File: config.mk
export PLATFORM = sky130hd
export DESIGN_NAME = ldpc_mode_seq
export DESIGN_NICKNAME = d
export VERILOG_FILES = /design/src/rtl/ldpc_mode_pkg.sv /design/src/rtl/ldpc_mode_decode.sv /design/src/rtl/ldpc_beat_calc.sv /design/src/rtl/ldpc_mode_fifo.sv /design/src/rtl/ldpc_mode_seq.sv
export SDC_FILE = /design/constraint.sdc
export NUM_CORES = 1
export LEC_CHECK = 0
export ABC_AREA = 1
export BUFFER_PORTS_ARGS = -buffer_cell sky130_fd_sc_hd__buf_2
export CORE_MARGIN = 8
export CORE_UTILIZATION = 59
export DETAILED_ROUTE_END_ITERATION = 6
export MAX_ROUTING_LAYER = met4
export PLACE_DENSITY_LB_ADDON = 0.05
export SYNTH_ARGS = -nofsm -noshare
export SYNTH_HDL_FRONTEND = slang
export SYNTH_SLANG_ARGS = --single-unit
export TNS_END_PERCENT = 20
File: constraint.sdc
create_clock -name clk -period 5.2 [get_ports clk]
set_input_delay 0.52 -clock clk [delete_from_list [all_inputs] [get_ports clk]]
set_output_delay 0.52 -clock clk [all_outputs]
set_load 0.01 [all_outputs]
File: src/rtl/ldpc_mode_pkg.sv
package ldpc_mode_pkg;

    localparam int MODE_W    = 12;
    localparam int Z_W       = 9;
    localparam int MB_W      = 6;
    localparam int NB_W      = 7;
    localparam int OB_W      = 5;
    localparam int Z_IDX_MAX = 50;
    localparam int KB_G1     = 22;   // systematic columns, graph 1
    localparam int KB_G2     = 10;   // systematic columns, graph 2

    typedef struct packed {
        logic            bg;
        logic [2:0]      rate;
        logic [Z_W-1:0]  z;
        logic [MB_W-1:0] mb;
        logic [NB_W-1:0] nb;
        logic            et_en;
        logic            rs_en;
    } mode_cfg_t;

    // Piecewise progression of lifting sizes, one linear segment per step size
    function automatic logic [Z_W-1:0] lift_size(input logic [5:0] idx);
        logic [Z_W-1:0] k;
        k = Z_W'(idx);
        if (k < 9'd15)      lift_size = k + 9'd2;
        else if (k < 9'd23) lift_size = 9'd18  + ((k - 9'd15) << 1);
        else if (k < 9'd31) lift_size = 9'd36  + ((k - 9'd23) << 2);
        else if (k < 9'd39) lift_size = 9'd72  + ((k - 9'd31) << 3);
        else if (k < 9'd47) lift_size = 9'd144 + ((k - 9'd39) << 4);
        else                lift_size = 9'd288 + ((k - 9'd47) << 5);
    endfunction

    // Parity-check rows; zero marks an undefined graph/rate pair
    function automatic logic [MB_W-1:0] check_rows(input logic bg, input logic [2:0] rate);
        case ({bg, rate})
            4'b0_001: check_rows = 6'd46;
            4'b0_010: check_rows = 6'd35;
            4'b0_011: check_rows = 6'd24;
            4'b0_100: check_rows = 6'd13;
            4'b0_101: check_rows = 6'd10;
            4'b0_110: check_rows = 6'd7;
            4'b0_111: check_rows = 6'd5;
            4'b1_000: check_rows = 6'd42;
            4'b1_001: check_rows = 6'd22;
            4'b1_010: check_rows = 6'd17;
            4'b1_011: check_rows = 6'd12;
            4'b1_100: check_rows = 6'd7;
            default:  check_rows = 6'd0;
        endcase
    endfunction

endpackage

File: src/rtl/ldpc_mode_decode.sv
module ldpc_mode_decode
    import ldpc_mode_pkg::*;
(
    input  logic [MODE_W-1:0] mode,
    output mode_cfg_t         cfg,
    output logic              legal
);
    logic z_ok;

    always_comb begin
        cfg.bg    = mode[11];
        cfg.rate  = mode[10:8];
        cfg.rs_en = mode[7];
        cfg.et_en = ~mode[6];
        cfg.z     = lift_size(mode[5:0]);
        cfg.mb    = check_rows(mode[11], mode[10:8]);
        // columns = rows + systematic columns of the selected graph
        cfg.nb    = NB_W'(cfg.mb) + (mode[11] ? NB_W'(KB_G2) : NB_W'(KB_G1));
        z_ok      = (mode[5:0] <= 6'(Z_IDX_MAX));
        legal     = z_ok && (cfg.mb != '0);
    end
endmodule

File: src/rtl/ldpc_beat_calc.sv
module ldpc_beat_calc
    import ldpc_mode_pkg::*;
#(
    parameter int LANES = 64,
    parameter int IB_W  = 10
) (
    input  mode_cfg_t         cfg,
    output logic [IB_W-1:0]   in_beats,
    output logic [OB_W-1:0]   out_beats
);
    logic [IB_W-1:0] cols;
    logic [IB_W-1:0] zx;
    logic [IB_W-1:0] blks;

    always_comb begin
        cols      = IB_W'(cfg.nb) - IB_W'(2);
        zx        = IB_W'(cfg.z);
        blks      = (zx + IB_W'(LANES - 1)) / IB_W'(LANES);
        in_beats  = cols * blks;
        out_beats = cfg.bg ? OB_W'(KB_G2) : OB_W'(KB_G1);
    end
endmodule

File: src/rtl/ldpc_mode_fifo.sv
module ldpc_mode_fifo #(
    parameter int W     = 12,
    parameter int DEPTH = 4
) (
    input  logic         clk,
    input  logic         rst,
    input  logic         push,
    input  logic [W-1:0] wdata,
    input  logic         pop,
    output logic [W-1:0] head,
    output logic         empty,
    output logic         full
);
    localparam int PTR_W = (DEPTH > 1) ? $clog2(DEPTH) : 1;
    localparam int CNT_W = $clog2(DEPTH + 1);

    logic [W-1:0]     mem [DEPTH];
    logic [PTR_W-1:0] wr_ptr, rd_ptr;
    logic [CNT_W-1:0] count;
    logic             do_push, do_pop;

    assign empty   = (count == '0);
    assign full    = (count == CNT_W'(DEPTH));
    assign do_push = push && !full;
    assign do_pop  = pop && !empty;
    assign head    = mem[rd_ptr];

    function automatic logic [PTR_W-1:0] bump(input logic [PTR_W-1:0] p);
        return (p == PTR_W'(DEPTH - 1)) ? '0 : p + 1'b1;
    endfunction

    always_ff @(posedge clk) begin
        if (rst) begin
            wr_ptr <= '0;
            rd_ptr <= '0;
            count  <= '0;
        end else begin
            if (do_push) wr_ptr <= bump(wr_ptr);
            if (do_pop)  rd_ptr <= bump(rd_ptr);
            if (do_push && !do_pop)      count <= count + 1'b1;
            else if (do_pop && !do_push) count <= count - 1'b1;
        end
    end

    always_ff @(posedge clk) begin
        if (do_push) mem[wr_ptr] <= wdata;
    end
endmodule

File: src/rtl/ldpc_mode_seq.sv
module ldpc_mode_seq
    import ldpc_mode_pkg::*;
#(
    parameter int LANES      = 64,
    parameter int FIFO_DEPTH = 4,
    parameter int IB_W       = 10
) (
    input  logic              clk,
    input  logic              rst,
    input  logic              in_sof,
    input  logic [11:0]       in_mode,
    output logic              in_ready,
    output logic              cfg_valid,
    output logic              cfg_err,
    output logic              cfg_bg,
    output logic [2:0]        cfg_rate,
    output logic [8:0]        cfg_z,
    output logic [5:0]        cfg_mb,
    output logic [6:0]        cfg_nb,
    output logic              cfg_et_en,
    output logic              cfg_rs_en,
    output logic [IB_W-1:0]   cfg_in_beats,
    output logic [4:0]        cfg_out_beats,
    input  logic              out_pop,
    output logic              out_valid,
    output logic [11:0]       out_mode
);
    mode_cfg_t       dec_cfg, cfg_q;
    logic            dec_legal;
    logic [IB_W-1:0] calc_in;
    logic [OB_W-1:0] calc_out;
    logic            accept, fifo_empty, fifo_full;
    logic            valid_q, err_q;
    logic [IB_W-1:0] in_beats_q;
    logic [OB_W-1:0] out_beats_q;

    ldpc_mode_decode u_dec (
        .mode  (in_mode),
        .cfg   (dec_cfg),
        .legal (dec_legal)
    );

    ldpc_beat_calc #(.LANES(LANES), .IB_W(IB_W)) u_beats (
        .cfg       (dec_cfg),
        .in_beats  (calc_in),
        .out_beats (calc_out)
    );

    assign in_ready = !fifo_full;
    assign accept   = in_sof && in_ready;

    ldpc_mode_fifo #(.W(MODE_W), .DEPTH(FIFO_DEPTH)) u_fifo (
        .clk   (clk),
        .rst   (rst),
        .push  (accept && dec_legal),
        .wdata (in_mode),
        .pop   (out_pop),
        .head  (out_mode),
        .empty (fifo_empty),
        .full  (fifo_full)
    );

    always_ff @(posedge clk) begin
        if (rst) begin
            valid_q     <= 1'b0;
            err_q       <= 1'b0;
            cfg_q       <= '0;
            in_beats_q  <= '0;
            out_beats_q <= '0;
        end else begin
            valid_q <= accept && dec_legal;
            err_q   <= accept && !dec_legal;
            if (accept && dec_legal) begin
                cfg_q       <= dec_cfg;
                in_beats_q  <= calc_in;
                out_beats_q <= calc_out;
            end
        end
    end

    assign cfg_valid     = valid_q;
    assign cfg_err       = err_q;
    assign cfg_bg        = cfg_q.bg;
    assign cfg_rate      = cfg_q.rate;
    assign cfg_z         = cfg_q.z;
    assign cfg_mb        = cfg_q.mb;
    assign cfg_nb        = cfg_q.nb;
    assign cfg_et_en     = cfg_q.et_en;
    assign cfg_rs_en     = cfg_q.rs_en;
    assign cfg_in_beats  = in_beats_q;
    assign cfg_out_beats = out_beats_q;
    assign out_valid     = !fifo_empty;
endmodule

# --- After elaboration in Yosys (flattened, before gate mapping) ---
# Memory sizes are Yosys's and may differ from the RTL's. A register that Yosys moved wholly into a read port is not among the register bits.
# Cells that the tools add are included.
word_totals:
  inputBits: 16
  mem_bits_rw: 48
  memories: 2
  rom_bits: 96
  regBits: 52
  output_inout_bits: 59
  elab_cells: 76
memory_table:
  columns: ["name", "words", "word_bits", "read_ports", "rd_ports_with_merged_regs", "wr", "line_no", "text"]
  rows:
  - ["(no name shown)", 16, 6, 1, 0, 0, "ldpc_mode_pkg.sv:36", "case ({bg, rate})"]
  - ["u_fifo.mem", 4, 12, 1, 1, 1, "ldpc_mode_fifo.sv:17", "logic [W-1:0] mem [DEPTH];"]
classes:
  n_mux: 15
  n_reduce_logical: 16
  addsub: 18
  n_lt_le_gt_ge: 6
  n_eq_ne: 3
  n_mul: 1
  bitwise: 1
ops:
  columns: ["op", "n"]
  rows:
  - ["9-bit 2-to-1 mux", 5]
  - ["6-bit by 5-bit less-than comparator with 1-bit output, second input constant", 2]
  - ["6-bit less-than comparator, second input constant", 2]
  - ["9-bit by 6-bit adder with 10-bit output, second input constant", 1]
  - ["10-bit by 4-bit multiplier with 10-bit output", 1]
  - ["5-bit 2-to-1 mux", 2]
  - ["5-bit by 9-bit adder with 9-bit output, first input constant", 1]
  - ["6-bit by 9-bit adder with 9-bit output, first input constant", 1]
  - ["7-bit by 9-bit adder with 9-bit output, first input constant", 1]
  - ["8-bit by 9-bit adder with 9-bit output, first input constant", 1]
  - ["9-bit adder, first input constant", 1]
  - ["1-bit logical AND", 8]
  - ["2-bit 2-to-1 mux", 4]
  - ["7-bit by 2-bit subtractor with 8-bit output, second input constant", 1]
  - ["6-bit by 2-bit adder with 7-bit output, second input constant", 1]
  - ["6-bit by 7-bit adder with 7-bit output", 1]
  - ["6-bit by 4-bit subtractor with 7-bit output, second input constant", 1]
  - ["6-bit by 5-bit subtractor with 7-bit output, second input constant", 1]
  - ["6-bit <= comparator, second input constant", 1]
  - ["6-bit by 4-bit less-than comparator with 1-bit output, second input constant", 1]
  - ["3-bit 2-to-1 mux", 2]
  - ["6-bit nonzero test", 1]
  - ["6-bit by 5-bit subtractor with 6-bit output, second input constant", 1]
  - ["1-bit logical NOT", 5]
  - ["11 further kinds", 14]

# --- Depth between registers and ports, before layout ---
logic_depth:
  depth_word: 9
  depth_mapped: 35

# --- By module ---
# Synthesis repeated with hierarchy kept, for this count alone.
hier_totals:
  hier_cells: 849
  area_unflattened_um2: 6502.5
by_module_without_submodules:
  columns: ["mod", "cells_each", "area_each_um2", "seq_area_each_um2", "instances"]
  rows:
  - ["ldpc_mode_fifo", 187, 2285.9, 1621.6, 1]
  - ["ldpc_mode_seq", 281, 1820.5, 900.9, 1]
  - ["ldpc_beat_calc", 177, 1217.4, 0.0, 1]
  - ["ldpc_mode_decode", 204, 1178.6, 0.0, 1]

# --- Worst setup path after synthesis ---
# OpenSTA, ideal clock, no wires.
synth_timing:
  path_type: "input port to flip-flop"
  start: "input in_mode[8]"
  end: "register in_beats_q[9] (netlist: cfg_in_beats[9])"
  arrival_ns: 4.715
  setup_ns: 0.111
  setup_slack_ns: 0.373
  path_stages: 27
  required_ns: 5.089
  cell_sequence: "inv_1 > ha_1 > nand2_1 > nand2_4 > fa_1 > xnor2_1 > nor2_1 > nand2_4 > xnor2_1 > or2_2 > fa_1 > inv_1 > fa_1 > ha_1 > nand2_1 > inv_1 > nand4_1 > o211ai_1 > xor2_1 > inv_1 > nand4_1 > nand2_1 > inv_1 > nand3_1 > nand2_1 > nor2_1 > nor2_1"
synth_lines:
  columns: ["item", "line_no", "text"]
  rows:
  - ["start, declared", "ldpc_mode_seq.sv:11", "input logic [11:0] in_mode,"]
  - ["end signal, assigned", "ldpc_mode_seq.sv:75", "in_beats_q <= calc_in;"]
  - ["end, declared", "ldpc_mode_seq.sv:34", "logic [IB_W-1:0] in_beats_q;"]

==> run metrics <==
Hold EP u_fifo.mem[0][7]$_DFFE_PP_; Seq pwr share 0.386; Mapped Avg Cell Area 8.54 um^2; DR vias 4852; Max-Cap Viols 0; min cycle time layout about 4800 ps; Layout Nets 822; Startpoint Class input port; Worst Path Max Fanout 4; vias in the first global route 4790; Post-Synthesis Net Count 738; CP top delay family adder cells; die height 115 um; period utilization 0.926; synth unique cells between 40 and 50; initial core utilization 0.599; yosys warns 0; Hold Violations, Final 0; io pins 75; Final Power approximately 2.6 mW; core area just under 0.01 mm^2; fin cells around 900; number of vias per cell 5.38; Fmax 0.208 GHz; CP max-delay cell fa_1; Min-Delay Path Class in -> reg; Min Hold Slack 377 ps; Final Skew 20.4 ps; flops & latches, synth 98; Setup Buffers After CTS 0; Worst Path Arrival approximately 5000 ps; M1 WL 6140 um; CTS Sinks 98; count of final max-slew check failures 0; FP Rows 36; DR iter-0 viols between 200 and 300; ANT cells 0; H-Tree Depth 3; HPWL after DPL 10000 um; WL/cell 15.0 um; CTS tree yes; Setup-failing EPs final 0; Clock power frac 0.207; VDD IR-drop max 0.238 mV; die area roughly 0.013 mm^2; area delta synth->final 14.2%; status completed; WP data required ~5500 ps; Int Pwr 1.56 mW; RSZ-0062 raised after global routing no; Reg clk slew, reported paths 110 ps; # fillers 796; final antenna-violating net count 0; highest metal used met4; Gate Count Post-Synth 680; CP peak stage delay 540 ps; First-pass DRT Iterations 5; gpl congestion 0.932; Netlist Area Pre-Place 0.00580 mm^2; R2R depth 12; Die W 115 um; sequential share of the synthesized area 0.421; PwrDens 388 mW/mm^2; Gate power share 0.407; sw frac 0.393; residual DRC count 0; type of element capturing the critical path register; min-delay src in_mode[7]; first-pass GRT wire length roughly 23000 um; largest net degree at the start of global routing 45; port bufs between 70 and 80; Setup Crit Path Kind in -> reg; initial antenna violation count 0; Pleak 3.06 nW; global-route usage over all layers 0.220; WL met3 between 700 and 800 um; clock latency on the worst-skew pair 380 ps; total wire length 13500 um; dpl cells about 900; WP buf/inv 6; Switch Pwr 1.01 mW; layout cells sized above 1 0.254; Slew @ Worst Pin 1100 ps; WL met2 between 6000 and 7000 um; final core utilization 0.685; RR Startpoint u_fifo.count[1]$_SDFFE_PP0P_; total gr overflow 0; Root Driver clkbuf_8; clk buf depth 2; setup slack, reg-to-reg 3010 ps; TritonCTS buffer count 9; setup TNS 0 ps; Rel. slew slack 0.265; reg2reg end u_fifo.count[2]$_SDFFE_PP0P_; Hold Path Depth 1
cells in the mapped netlist, drive strengths merged:
cell type  instances  area [um^2]
nor3               3         20.0
clkinv             1         3.75
o31ai              1         7.51
a21oi             48          259
o21ai             71          363
or2                5         31.3
edfxtp            48         1440
inv               76          293
o22ai             14         87.6
o211ai             3         22.5
nand3             51          325
nand3b             1         7.51
a31oi              4         25.0
buf               16          109
nor2              93          369
conb               1         3.75
xnor2              8         70.1
nand4              7         43.8
fa                15          300
o211a              1         10.0
ha                27          338
xor2               6         52.6
clkbuf            10         37.5
nand2            117          562
a211oi             1         7.51
dfxtp             50         1000
o21a               1         7.51
and2               1         6.26
worst register-to-register path, delay by kind of cell (launching register included):
| kind | cells | cell delay (ps) |
|---|---|---|
| adders and majority gates | 2 | 580 |
| DFF | 1 | 370 |
| buffers and inverters | 2 | 150 |
| and+or+nand+nor | 6 | 740 |
| AOI/OAI and AO/OA | 2 | 270 |
how the worst max path moves through the flow:
stage	depth (start not counted)	endpoint	slack (ps)	from
floorplan	27	cfg_in_beats[9]$_SDFFE_PP0P_	370	in_mode[8]
global placement	26	cfg_in_beats[9]$_SDFFE_PP0P_	80	in_mode[9]
detailed placement	31	cfg_in_beats[9]$_SDFFE_PP0P_	-70	in_mode[8]
CTS	31	cfg_in_beats[9]$_SDFFE_PP0P_	310	in_mode[8]
global route	32	cfg_in_beats[9]$_SDFFE_PP0P_	5	in_mode[0]
finish	29	cfg_in_beats[9]$_SDFFE_PP0P_	380	in_mode[8]
cell families after synthesis:
group           after synthesis  share of synthesized area
simple gates                278                      0.235
compound gates              144                      0.136
other cells                   1                   0.000646
xor+xnor                     14                     0.0211
fa+ha+maj                    42                      0.110
buf+inv                     103                     0.0763
flops                        98                      0.421
flip-flops by register name, indices dropped and copies added (netlist names), 3 cells and up, named ones only:
signal / count
cfg_z: 9
cfg_mb: 6
cfg_rate: 3
cfg_in_beats: 10
cfg_nb: 6
u_fifo.mem: 48
cfg_out_beats: 3
u_fifo.count: 3
area by class of cell:
cell class	count	area (um^2)	share of cell area
Clock buffer	9	124	0.0187
Sequential cell	98	2440	0.368
Inverter	77	297	0.0447
Clock inverter	7	93.8	0.0142
Tap cell	133	166	0.0251
Timing Repair Buffer	99	561	0.0845
Multi-Input combinational cell	479	2950	0.445
metrics by stage:
stage               setup slack [ps]  area, um^2
finish                           383        6630
CTS                              306        6610
global route                    5.31        6630
floorplan                        373        5800
global placement                75.9        6390
detailed placement             -74.4        6390
cell usage in the layout, fill, tap and decap left out, drive strengths merged, types with 2 or more instances in the layout:
| cell | netlist | layout |
|---|---|---|
| nand2 | 117 | 117 |
| buf | 16 | 99 |
| nor2 | 93 | 93 |
| inv | 76 | 80 |
| o21ai | 71 | 71 |
| nand3 | 51 | 51 |
| dfxtp | 50 | 50 |
| edfxtp | 48 | 48 |
| a21oi | 48 | 48 |
| ha | 27 | 27 |
| fa | 15 | 15 |
| o22ai | 14 | 14 |
| clkbuf | 10 | 9 |
| xnor2 | 8 | 8 |
| nand4 | 7 | 7 |
| xor2 | 6 | 6 |
| or2 | 5 | 5 |
| a31oi | 4 | 4 |
| o211ai | 3 | 3 |
| nor3 | 3 | 3 |
| clkinv | 1 | 2 |
power by group through the flow:
stage               registers [mW]  logic (mW)  clock network, mW
floorplan                     1.01       0.708                  0
global placement              1.01        1.03                  0
detailed placement            1.01        1.05                  0
CTS                          0.995        1.05              0.537
global route                  1.01        1.19              0.566
finish                       0.994        1.05              0.533
per-layer routing:
layer,track usage,up-vias
li1,-,2437
met2,0.365,118
met4,0.0762,0
met3,0.0194,13
met1,0.277,2284
met5,-,-
repair_timing:
item | in CTS | in global routing
resized for setup | 0 | 4
endpoints found under the setup margin | 0 | 1
hold buffers | 0 | 0
(Power assumes the default switching activity.)
